[src/rtl/nand_geom_pkg.sv]
package nand_geom_pkg;

  localparam logic [7:0] OP_IDENT   = 8'h90;
  localparam logic [7:0] OP_ID_ADDR = 8'h00;

  typedef enum logic [2:0] {
    S_IDLE,
    S_CMD,
    S_ADR,
    S_RD,
    S_CHK,
    S_FIN
  } probe_state_t;

  // Known small-block parts, grouped by maker code.
  function automatic logic small_part(input logic [7:0] mk, input logic [7:0] pt);
    logic r;
    r = 1'b0;
    case (mk)
      8'hEC: case (pt)
        8'h33, 8'h35, 8'h36, 8'h39, 8'h43, 8'h45, 8'h46, 8'h49,
        8'h53, 8'h55, 8'h56, 8'h59, 8'h71, 8'h72, 8'h73, 8'h74,
        8'h75, 8'h76, 8'h78, 8'h79, 8'hE6: r = 1'b1;
        default: r = 1'b0;
      endcase
      8'h98: case (pt)
        8'h46, 8'h72, 8'h73, 8'h75, 8'h79, 8'hE6: r = 1'b1;
        default: r = 1'b0;
      endcase
      8'hAD: case (pt)
        8'h35, 8'h36, 8'h45, 8'h46, 8'h49, 8'h53, 8'h55, 8'h56,
        8'h73, 8'h75, 8'h76: r = 1'b1;
        default: r = 1'b0;
      endcase
      8'h20: case (pt)
        8'h35, 8'h36, 8'h39, 8'h45, 8'h46, 8'h49, 8'h55, 8'h56,
        8'h59, 8'h73, 8'h75, 8'h76, 8'h79: r = 1'b1;
        default: r = 1'b0;
      endcase
      default: r = 1'b0;
    endcase
    return r;
  endfunction

endpackage

[src/rtl/ngp_small_table.sv]
module ngp_small_table
  import nand_geom_pkg::*;
(
  input  logic [7:0] maker,
  input  logic [7:0] part,
  output logic       hit
);
  always_comb hit = small_part(maker, part);
endmodule

[src/rtl/ngp_geom_decode.sv]
module ngp_geom_decode #(
  parameter int PG_W    = 16,
  parameter int BK_W    = 10,
  parameter int PG_BASE = 1024,
  parameter int BK_BASE = 64
) (
  input  logic [1:0]      pg_code,
  input  logic [1:0]      bk_code,
  output logic [PG_W-1:0] pg_size,
  output logic [BK_W-1:0] bk_size
);
  always_comb begin
    pg_size = PG_W'(PG_BASE) << pg_code;
    bk_size = BK_W'(BK_BASE) << bk_code;
  end
endmodule

[src/rtl/ngp_wait_timer.sv]
module ngp_wait_timer #(
  parameter int TO_W = 16
) (
  input  logic            clk,
  input  logic            rst,
  input  logic            waiting,
  input  logic [TO_W-1:0] lim,
  output logic            expired
);
  logic [TO_W-1:0] cnt;

  always_ff @(posedge clk) begin
    if (rst || !waiting) cnt <= '0;
    else if (cnt != '1)  cnt <= cnt + 1'b1;
  end

  always_comb expired = waiting && (cnt >= lim);
endmodule

[src/rtl/nand_geom_probe.sv]
module nand_geom_probe
  import nand_geom_pkg::*;
#(
  parameter int TO_W     = 16,
  parameter int PG_W     = 16,
  parameter int BK_W     = 10,
  parameter int SMALL_PG = 512,
  parameter int SMALL_BK = 16,
  parameter int PG_BASE  = 1024,
  parameter int BK_BASE  = 64,
  parameter int ID1_N    = 2,
  parameter int ID2_N    = 4
) (
  input  logic            clk,
  input  logic            rst,
  input  logic            start,
  input  logic [TO_W-1:0] timeout_lim,
  output logic            cmd_valid,
  output logic [7:0]      cmd_byte,
  input  logic            cmd_ready,
  output logic            rd_req,
  input  logic            rd_valid,
  input  logic [7:0]      rd_data,
  output logic            busy,
  output logic            done,
  output logic            err,
  output logic            small_blk,
  output logic [PG_W-1:0] page_bytes,
  output logic [BK_W-1:0] blk_kbytes
);
  localparam int CNT_W    = $clog2(ID2_N);
  localparam int GEOM_IDX = ID2_N - 1;

  probe_state_t     state;
  logic             pass2;
  logic [CNT_W-1:0] cnt;
  logic [7:0]       maker_q, part_q;
  logic [1:0]       pg_code_q, bk_code_q;
  logic             tbl_hit, tmo;
  logic [PG_W-1:0]  dec_pg;
  logic [BK_W-1:0]  dec_bk;

  ngp_small_table tbl_i (
    .maker (maker_q),
    .part  (part_q),
    .hit   (tbl_hit)
  );

  ngp_geom_decode #(
    .PG_W(PG_W), .BK_W(BK_W), .PG_BASE(PG_BASE), .BK_BASE(BK_BASE)
  ) dec_i (
    .pg_code (pg_code_q),
    .bk_code (bk_code_q),
    .pg_size (dec_pg),
    .bk_size (dec_bk)
  );

  ngp_wait_timer #(.TO_W(TO_W)) tmr_i (
    .clk     (clk),
    .rst     (rst),
    .waiting (rd_req && !rd_valid),
    .lim     (timeout_lim),
    .expired (tmo)
  );

  always_comb busy = (state != S_IDLE);

  always_ff @(posedge clk) begin
    if (rst) begin
      state      <= S_IDLE;
      pass2      <= 1'b0;
      cnt        <= '0;
      cmd_valid  <= 1'b0;
      cmd_byte   <= '0;
      rd_req     <= 1'b0;
      done       <= 1'b0;
      err        <= 1'b0;
      small_blk  <= 1'b0;
      page_bytes <= '0;
      blk_kbytes <= '0;
      maker_q    <= '0;
      part_q     <= '0;
      pg_code_q  <= '0;
      bk_code_q  <= '0;
    end else begin
      done <= 1'b0;
      unique case (state)
        S_IDLE: if (start) begin
          state     <= S_CMD;
          pass2     <= 1'b0;
          err       <= 1'b0;
          cmd_valid <= 1'b1;
          cmd_byte  <= OP_IDENT;
        end
        S_CMD: if (cmd_ready) begin
          cmd_byte <= OP_ID_ADDR;
          state    <= S_ADR;
        end
        S_ADR: if (cmd_ready) begin
          cmd_valid <= 1'b0;
          rd_req    <= 1'b1;
          cnt       <= '0;
          state     <= S_RD;
        end
        S_RD: begin
          if (tmo) begin
            rd_req     <= 1'b0;
            err        <= 1'b1;
            done       <= 1'b1;
            small_blk  <= 1'b0;
            page_bytes <= '0;
            blk_kbytes <= '0;
            state      <= S_IDLE;
          end else if (rd_valid) begin
            cnt <= cnt + 1'b1;
            if (!pass2 && cnt == CNT_W'(0)) maker_q <= rd_data;
            if (!pass2 && cnt == CNT_W'(1)) part_q  <= rd_data;
            if (pass2 && cnt == CNT_W'(GEOM_IDX)) begin
              pg_code_q <= rd_data[1:0];
              bk_code_q <= rd_data[5:4];
            end
            if (!pass2 && cnt == CNT_W'(ID1_N - 1)) begin
              rd_req <= 1'b0;
              state  <= S_CHK;
            end else if (pass2 && cnt == CNT_W'(ID2_N - 1)) begin
              rd_req <= 1'b0;
              state  <= S_FIN;
            end
          end
        end
        S_CHK: begin
          if (tbl_hit) begin
            small_blk  <= 1'b1;
            page_bytes <= PG_W'(SMALL_PG);
            blk_kbytes <= BK_W'(SMALL_BK);
            done       <= 1'b1;
            state      <= S_IDLE;
          end else begin
            pass2     <= 1'b1;
            cmd_valid <= 1'b1;
            cmd_byte  <= OP_IDENT;
            state     <= S_CMD;
          end
        end
        S_FIN: begin
          small_blk  <= 1'b0;
          page_bytes <= dec_pg;
          blk_kbytes <= dec_bk;
          done       <= 1'b1;
          state      <= S_IDLE;
        end
        default: state <= S_IDLE;
      endcase
    end
  end
endmodule

[config.mk]
export PLATFORM = sky130hd
export DESIGN_NAME = nand_geom_probe
export DESIGN_NICKNAME = d
export VERILOG_FILES = /design/src/rtl/nand_geom_pkg.sv /design/src/rtl/ngp_small_table.sv /design/src/rtl/ngp_geom_decode.sv /design/src/rtl/ngp_wait_timer.sv /design/src/rtl/nand_geom_probe.sv
export SDC_FILE = /design/constraint.sdc
export NUM_CORES = 1
export LEC_CHECK = 0
export ABC_CLOCK_PERIOD_IN_PS = 5150
export CAP_MARGIN = 20
export CORE_ASPECT_RATIO = 0.9
export CORE_MARGIN = 2
export CORE_UTILIZATION = 45
export CTS_BUF_LIST = sky130_fd_sc_hd__clkbuf_16
export CTS_CLUSTER_DIAMETER = 80
export DETAILED_ROUTE_END_ITERATION = 6
export DONT_BUFFER_PORTS = 1
export PLACE_DENSITY_LB_ADDON = 0.08
export SETUP_SLACK_MARGIN = 0.2
export SKIP_CTS_REPAIR_TIMING = 1
export SLEW_MARGIN = 20
export SYNTH_ARGS = -nofsm -noshare
export SYNTH_HDL_FRONTEND = slang
export SYNTH_SLANG_ARGS = --single-unit
export TNS_END_PERCENT = 5
[constraint.sdc]
create_clock -name clk -period 5.15 [get_ports clk]
set_input_delay 1.2875 -clock clk [delete_from_list [all_inputs] [get_ports clk]]
set_output_delay 1.2875 -clock clk [all_outputs]
set_load 0.01 [all_outputs]
; After elaboration in Yosys (flattened, before gate mapping)
; Cells that the tools add are included.
[totals]
register_bits = 81
inputBits = 29
elab_cells = 146
[classes]
add_sub_neg = 2
n_lt_le_gt_ge = 1
n_eq_ne = 43
shifts = 2
muxes = 48
bitwise = 1
reduce_logical = 33
[op_table]
columns = op, n
row1 = "8-bit by 7-bit == test with 1-bit output, second input constant", 16
row2 = 16-bit case mux with 3 select lines, 1
row3 = "8-bit by 6-bit == test with 1-bit output, second input constant", 5
row4 = "8-bit == test, second input constant", 4
row5 = 16-bit two-way mux, 2
row6 = 10-bit case mux with 3 select lines, 1
row7 = 4-bit AND reduction, 7
row8 = 8-bit two-way mux, 3
row9 = 8-bit case mux with 3 select lines, 1
row10 = 3-bit two-way mux, 7
row11 = 21-bit OR reduction, 1
row12 = 10-bit two-way mux, 2
row13 = 1-bit two-way mux, 19
row14 = "16-bit by 1-bit adder with 16-bit output, second input constant", 1
row15 = 16-bit greater-or-equal comparator, 1
row16 = "16-bit inequality test, second input constant", 1
row17 = "2-bit inequality test, second input constant", 8
row18 = "11-bit by 2-bit << shifter with 16-bit output, first input constant", 1
row19 = 3-bit case mux with 5 select lines, 1
row20 = 13-bit OR reduction, 1
row21 = 3-bit nonzero test, 4
row22 = 11-bit OR reduction, 1
row23 = "7-bit by 2-bit << shifter with 10-bit output, first input constant", 1
row24 = 1-bit case mux with 3 select lines, 3
row25 = 22 further kinds, 38

; Longest topological paths before layout
; Gate-level depths: netlist (run 1).
[depth]
ltp_word = 7
mapped_depth = 9
depth_no_buf = 9

; Hierarchy
; Synthesis (run 1) repeated with hierarchy kept, for this count alone.
[unflattened]
cells_unflattened = 474
area_unflattened_um2 = 4136.5
[by_module_without_submodules]
columns = mod, instances, cells_each, area_per_inst_um2, seq_area_each_um2
row1 = nand_geom_probe, 1, 232, 2280.9, 1161.1
row2 = ngp_wait_timer, 1, 147, 1176.1, 320.3
row3 = ngp_small_table, 1, 68, 483.0, 0.0
row4 = ngp_geom_decode, 1, 27, 196.4, 0.0

; Worst setup path after synthesis (run 1)
; OpenSTA, ideal clock, no wires.
[synth_path]
kind = input port to flip-flop
start = input port timeout_lim[15]
end = register blk_kbytes[7]
setup_time_ns = 0.092
arrival_ns = 3.049
setup_slack_ns = 2.009
path_stages = 9
cell_sequence = inv_1 ha_1 a21oi_1 o21ai_0 or3_1 o31ai_1 or2_2 a21oi_4 o32ai_1
[synth_between]
elab_chain_cells = 4
[synth_rtl]
columns = element, line
row1 = "start, declared", nand_geom_probe.sv:17  ; input logic [TO_W-1:0] timeout_lim,
row2 = 16-bit greater-or-equal comparator, ngp_wait_timer.sv:17  ; always_comb expired = waiting && (cnt >= lim);
row3 = 1-bit logical AND, ngp_wait_timer.sv:17
row4 = 2-bit inequality test (no line), n/a
row5 = 3-bit AND reduction (no line), n/a
row6 = "end signal, assigned", nand_geom_probe.sv:135  ; blk_kbytes <= BK_W'(SMALL_BK);
row7 = "end signal, assigned", nand_geom_probe.sv:148  ; blk_kbytes <= dec_bk;
row8 = "end, declared", nand_geom_probe.sv:29  ; output logic [BK_W-1:0] blk_kbytes
; No other way between the ends.
; A chain may end at the register's enable or synchronous reset.

; Worst setup path after layout (run 1)
; Same ends and word-level chain as after synthesis.

==> impl_metrics.tcl, run 1 <==
set metrics [dict create \
    portion_of_the_clock_cycle_consumed_by_the_worst_path_in_the_final_layout_pct 63.42 \
    gpl.final_weighted_congestion 0.8257 \
    slew_headroom_pct 54.21 \
    hold_path_depth 2 \
    stage_delay_of_the_slowest_cell_on_the_critical_path_ns 0.54 \
    total_power_uw 1027 \
    crit_type "in -> reg" \
    timing.critical_path.from_type "primary input" \
    final_antenna_net_count 0 \
    grt_pass1_wl_um 12630 \
    highest_net_fanout_along_the_worst_path 9 \
    first_global_vias 2506 \
    overflow 0 \
    timing.final.hold_violations 0 \
    achievable-frequency_mhz 306.2 \
    antenna_found_initial 0 \
    dieWidth_um 97.08 \
    placementRows 30 \
    number_of_synthesized_flops_with_an_enable_pin 0 \
    wl_per_cell_um 14.83 \
    multi_input_area_um2 2058 \
    worst_path_cell_with_the_longest_stage_delay "o31ai_1" \
    clk_transition_reported_paths_ns 0.05 \
    grt_setup_unrepaired "false" \
    crit_chain "inv_1 -> ha_1 -> a21oi_1 -> o21ai_0 -> or3_1 -> o31ai_1 -> or2_2 -> a21oi_4 -> o32ai_1" \
    layout.area.seq_um2 1141 \
    place.port_buffers 0 \
    critical_path.endpoint_type "flop" \
    detail_route.iter0.violations 116 \
    core_area_um2 7545 \
    remaining_drc_errors 0 \
    yosys_register_bits 57 \
    clock_latency_ns 0.32 \
    fillcell_total 726 \
    htreeDepth 3 \
    r2r_endpoint "blk_kbytes[7]$_SDFFE_PP0P_" \
    fin_setup_tns_ns 0 \
    maxCapViolCount 0 \
    drt_pass1_iterations 4 \
    place.detailed.hpwl_um 5637 \
    cts_made_buffers 9 \
    hold_start "cnt[1]$_SDFFE_PP0P_" \
    ys.flop_type "dfxtp_1" \
    finalClockSkew_ns 0.003834 \
    clock_path_buffers 2 \
    r2r-start "tmr_i.cnt[0]$_SDFFE_PP0P_" \
    nNetsFinal 467 \
    critical_path_at_ns 3.49 \
    power.ir.vdd_worst_v 0.0001627 \
    report.final.slew_viol_count 0 \
    final.min_clock_period_ns 3.266 \
    post_synth_inst_count 428 \
    drt-vias-per-instance 5.290 \
    rr_worst_depth 9 \
    drt_wl_total_um 7684 \
    pwr_density_cell_nw_per_um2 277.4 \
    power_leakage_uw 0.001342 \
    worstHoldPathType "reg -> reg" \
    tightest_slew_ns 0.6860 \
    synth_seq_area_share_pct 32.52 \
    areaGrowthSynthToFinish_pct 5.528 \
    syn_avg_cell_area_um2 8.197 \
    number_of_top_level_design_ports 69 \
    grt_start_max_net_pins 46 \
    cts_num_sinks 57 \
    dpl-instance-area_um2 3451 \
    drive_gt1_share_pct 6.161 \
    number_of_unique_standard_cell_types_used_by_synthesis 60 \
    die-area_um2 8520 \
    final_util_pct 49.07 \
    setup.worst_path.start "timeout_lim[15]" \
    antenna-diode-count 0 \
    clockRootBuffer "clkbuf_16" \
    worst-endpoint-required_ns 5.38 \
    hold_path_end "cnt[1]$_SDFFE_PP0P_" \
    die-height_um 87.77 \
    report.final.setup_viol 0 \
    synthArstFlopShare_pct 0 \
    final_cell_area_um2 3702 \
    all_layer_global_routing_usage_pct 18.38 \
    worst_setup_slack_for_register_to_register_paths_ns 2.48 \
    cts_tree "done" \
    status "finished, final reports clean" \
    yosysWarnings 0 \
    synth.cell_area_um2 3508 \
    via_count 2740 \
    initial_core_util_pct 46.50 \
]
## registers in the layout, summed over array words and instances (netlist names)
register    cells
small_blk       1
rd_req          1
blk_kbytes      4
pg_code_q       2
cmd_valid       1
pass2           1
cnt             2
cmd_byte        1
page_bytes      5
maker_q         8
part_q          8
tmr_i.cnt      16
state           3
bk_code_q       2
done            1
err             1
## cell type report
class	instances	share of cell area (%)
repair buffers	2	0.4055
multi-input cells	317	55.59
inverters	31	3.143
flip-flops and latches	57	30.82
well taps	96	3.244
clock inverters	6	0.7097
clock buffers	9	6.083
## worst max-delay path: cells and delay by family
| kind | cells | cell delay [ns] |
|---|---|---|
| AO/OA/AOI/OAI | 5 | 1.23 |
| AND/OR/NAND/NOR | 2 | 0.66 |
| adder cells (fa/ha/maj) | 1 | 0.29 |
| buffers and inverters | 1 | 0.02 |
## synthesized netlist by cell type, types with 3 or more instances
| library cell | instances | area (um^2) |
|---|---|---|
| dfxtp_1 | 57 | 1141 |
| nor4_1 | 5 | 31.28 |
| clkbuf_1 | 11 | 41.29 |
| nand4b_1 | 4 | 35.03 |
| xnor2_1 | 7 | 61.31 |
| nor3b_1 | 3 | 22.52 |
| nor3_1 | 13 | 65.06 |
| o21ai_0 | 9 | 45.04 |
| inv_1 | 31 | 116.4 |
| or2_2 | 4 | 25.02 |
| a21oi_1 | 20 | 100.1 |
| nand2_1 | 30 | 112.6 |
| o22ai_1 | 3 | 18.77 |
| ha_1 | 20 | 250.2 |
| nand4_1 | 5 | 31.28 |
| nand2b_1 | 17 | 106.4 |
| nand3_1 | 12 | 60.06 |
| buf_4 | 24 | 180.2 |
| or3_1 | 7 | 43.79 |
| a211oi_1 | 3 | 22.52 |
| nand3b_1 | 3 | 22.52 |
| mux2i_1 | 22 | 220.2 |
| nand4bb_1 | 3 | 33.78 |
| nor2b_1 | 4 | 25.02 |
| xor2_1 | 6 | 52.55 |
| o32ai_1 | 5 | 43.79 |
| nor2_1 | 52 | 195.2 |
| buf_2 | 5 | 25.02 |
## layout by cell type, fill, tap and decap left out, types with 3 or more instances in the layout
| master | Yosys | final |
|---|---|---|
| dfxtp_1 | 57 | 57 |
| nor2_1 | 52 | 52 |
| inv_1 | 31 | 31 |
| nand2_1 | 30 | 30 |
| mux2i_1 | 22 | 22 |
| conb_1 | 1 | 22 |
| a21oi_1 | 20 | 20 |
| ha_1 | 20 | 20 |
| nand2b_1 | 17 | 17 |
| nor3_1 | 13 | 13 |
| nand3_1 | 12 | 12 |
| o21ai_0 | 9 | 9 |
| clkbuf_16 | 0 | 9 |
| or3_1 | 7 | 7 |
| xnor2_1 | 7 | 7 |
| xor2_1 | 6 | 6 |
| nor4_1 | 5 | 5 |
| o32ai_1 | 5 | 5 |
| nand4_1 | 5 | 5 |
| nor2b_1 | 4 | 4 |
| nand4b_1 | 4 | 4 |
| or2_2 | 4 | 4 |
| o22ai_1 | 3 | 3 |
| nand3b_1 | 3 | 3 |
| nand4bb_1 | 3 | 3 |
| a211oi_1 | 3 | 3 |
| nor3b_1 | 3 | 3 |
| clkinv_1 | 0 | 3 |
| clkinv_2 | 0 | 3 |
## metal layers
| layer | vias to the layer above | share of wire, % | global-route usage (%) |
|---|---|---|---|
| met4 | 0 | 1.2 | 5.634 |
| li1 | 1421 | - | - |
| met3 | 8 | 6.9 | 6.784 |
| met1 | 1234 | 52 | 25.96 |
| met5 | - | 0 | 0 |
| met2 | 77 | 40 | 26.14 |
## cell families after synthesis
family / share of synthesized area, %
xor gates and xnor gates: 3.245
muxes: 6.919
AOI/OAI and AO/OA: 13.23
buffers and inverters: 11.06
DFF: 32.52
adders and majority gates: 7.133
and+or+nand+nor: 25.78
other: 0.1069
## worst max-delay path by stage
| stage | endpoint | slack (ns) | cells after the start |
|---|---|---|---|
| floorplan | blk_kbytes[7]$_SDFFE_PP0P_ | 2.01 | 9 |
| global placement | page_bytes[11]$_SDFFE_PP0P_ | 1.64 | 9 |
| detailed placement | blk_kbytes[7]$_SDFFE_PP0P_ | 1.60 | 9 |
| CTS | blk_kbytes[7]$_SDFFE_PP0P_ | 1.91 | 9 |
| global route | blk_kbytes[7]$_SDFFE_PP0P_ | 1.74 | 9 |
| finish | blk_kbytes[7]$_SDFFE_PP0P_ | 1.88 | 9 |
## where the power goes
part	internal, uW	switching, uW
Clock	314	198
Sequential	448	12.5
Combinational	23.0	31.7
## metrics by stage
step                setup slack (ns)  cells  hold slack [ns]
CTS                            1.914    518           0.4718
finish                         1.884    518           0.4691
global placement               1.640    503           0.4561
detailed placement             1.604    503           0.4646
global route                   1.742    518           0.5030
floorplan                      2.009    449           0.4479
No activity file was read; power rests on OpenSTA's default activity.
==> inputs of run 2 (changes only) <==
Settings changed: ABC_CLOCK_PERIOD_IN_PS 5150 to 3120.
Clock period 5.15 ns to 3.12 ns, I/O delays scaled along.
==> run 2 against run 1 <==
  * Utilization up 1.3 points
  * Flip-flop and latch count is the same
  * Worst hold slack got worse by 0.0032 ns
  * Setup slack worse by 1.3 ns
  * Global-route usage about the same
  * Register-to-register slack worse by 1.8 ns
  * Sequential power rose by 65%
  * Sequential share of layout area shrank 0.80 points
  * Wire length grew 0.26%
  * First-iteration DRC count rose by 22%
  * Die area stayed put
==> impl_metrics.tcl, run 2 (synthesis results as in run 1) <==
set metrics [dict create \
    status "finished, final reports clean" \
    power_leakage_uw 0.001389 \
    grt_start_max_net_pins 46 \
    report.final.slew_viol_count 0 \
    cts_tree "done" \
    grt_setup_unrepaired "false" \
    p_int_uw 1550 \
    core_area_um2 7545 \
    pwr_density_cell_nw_per_um2 514.8 \
    clock_path_buffers 2 \
    finalClockSkew_ns 0.004857 \
    die-height_um 87.77 \
    final_common_cell "dfxtp_1" \
    p_clk_share_pct 56.5 \
    report.final.setup_viol 0 \
    clk_transition_reported_paths_ns 0.05 \
    slew_headroom_pct 55.81 \
    drive_gt1_share_pct 7.059 \
    number_of_flip_flops_in_the_largest_register 16 \
    worst_hold_slack_ns 0.4659 \
    switching_share_pct 20.81 \
    clock_latency_ns 0.32 \
    achievable-frequency_mhz 398.8 \
    clockRootBuffer "clkbuf_16" \
    total_switching_power_uw 407.1 \
    via_count 2758 \
    tightest_slew_ns 0.6628 \
    crit_type "in -> reg" \
    number_of_top_level_design_ports 69 \
    drt-vias-per-instance 5.294 \
    gpl.final_weighted_congestion 0.8336 \
    drt_pass1_iterations 4 \
    overflow 0 \
    power.ir.vdd_worst_v 0.0002954 \
    remaining_drc_errors 0 \
    antenna_found_initial 0 \
    cts_num_sinks 57 \
    drt_wl_total_um 7704 \
    place.port_buffers 0 \
    antenna-diode-count 0 \
    worstPathBufferInverterCount 2 \
    detail_route.iter0.violations 141 \
    nNetsFinal 469 \
    dieWidth_um 97.08 \
    final_antenna_net_count 0 \
    die-area_um2 8520 \
    grt_pass1_wl_um 12410 \
    cts_made_buffers 9 \
    fin_setup_tns_ns 0 \
    comb_power_share_pct 4.8 \
    first_global_vias 2495 \
    timing.final.hold_violations 0 \
    preCtsSetupSlack_ns 0.2701 \
    final.min_clock_period_ns 2.507 \
    worst_slack_ns 0.6127 \
    wl_per_cell_um 14.79 \
    worst_path_cell_with_the_longest_stage_delay "or3_1" \
    final_cell_mix "57 x dfxtp_1, 52 x nor2_1, 32 x inv_1" \
    htreeDepth 3 \
    place.detailed.hpwl_um 5655 \
    stage_delay_of_the_slowest_cell_on_the_critical_path_ns 0.39 \
    timing.critical_path.from_type "primary input" \
    crit_chain "inv_1 -> ha_1 -> a21oi_1 -> o21ai_0 -> or3_1 -> o31ai_1 -> buf_4 -> nand3_1 -> o22a_1 -> nor2_1" \
    sequentialPowerShare_pct 38.7 \
    maxCapViolCount 0 \
    placementRows 30 \
    worst-endpoint-required_ns 3.38 \
    all_layer_global_routing_usage_pct 18.38 \
    highest_net_fanout_along_the_worst_path 4 \
    areaGrowthSynthToFinish_pct 8.345 \
    largest_registers "tmr_i.cnt: 16 flops, maker_q: 8 flops, part_q: 8 flops" \
    portion_of_the_clock_cycle_consumed_by_the_worst_path_in_the_final_layout_pct 80.36 \
    critical_path.endpoint_type "flop" \
    initial_core_util_pct 46.50 \
    critical_path_at_ns 2.77 \
    top_register "tmr_i.cnt" \
    dominant_delay_contributor_by_cell_family_on_the_critical_path "compound AO/OA/AOI/OAI gates" \
    worstHoldPathType "reg -> reg" \
]
==> run 2: worst paths after layout <==
check,endpoint,slack [ns],cells after the start,startpoint
worst max register to register,state[1]$_SDFFE_PP0P_,0.67,10,tmr_i.cnt[0]$_SDFFE_PP0P_
worst max-delay path,state[1]$_SDFFE_PP0P_,0.61,10,timeout_lim[15]
worst min-delay path,cnt[1]$_SDFFE_PP0P_,0.47,2,cnt[1]$_SDFFE_PP0P_
worst min register to register,cnt[1]$_SDFFE_PP0P_,0.47,2,cnt[1]$_SDFFE_PP0P_
==> run 2: final cells by class <==
| cell class | instances | area, um^2 |
|---|---|---|
| Clock buffer | 9 | 225.2 |
| Clock inverter | 7 | 110.1 |
| Fill cell | 726 | 3744 |
| Inverter | 31 | 116.4 |
| Multi-Input combinational cell | 317 | 2058 |
| Sequential cell | 57 | 1141 |
| Tap cell | 96 | 120.1 |
| Timing Repair Buffer | 4 | 30.03 |
==> run 2: worst register-to-register path, delay by kind of cell, from the launching register on <==
family,cells,cell delay (ns)
flip-flops,1,0.40
AND/OR/NAND/NOR,4,0.40
buffers and inverters,2,0.29
AO/OA/AOI/OAI,3,1.03
adder cells (fa/ha/maj),1,0.27
==> run 2: per-stage QoR <==
stage               total power, uW  utilization (%)  std cells  area [um^2]
CTS                            1979            50.38        521         3801
detailed placement            865.2            45.94        505         3466
floorplan                     877.4                -        449         3587
finish                         1957            50.38        521         3801
global placement              863.6            45.94        505         3466
global route                   2024            50.38        521         3801
==> run 2: power by group through the flow <==
stage          logic [uW]  clock network (uW)  registers [uW]
2_1_floorplan         115                   0             762
6_report             93.8                1110             757
3_5_place_dp         93.1                   0             772
4_1_cts              93.8                1130             757
3_3_place_gp         91.8                   0             772
5_1_grt               107                1160             759
==> run 2: routing by layer <==
layer	up-vias	wire length [um]	GRT usage [%]
li1	1418	-	-
met1	1261	3990	25.98
met2	70	3127	26.26
met3	9	493	6.305
met4	0	92	6.146
met5	-	0	0
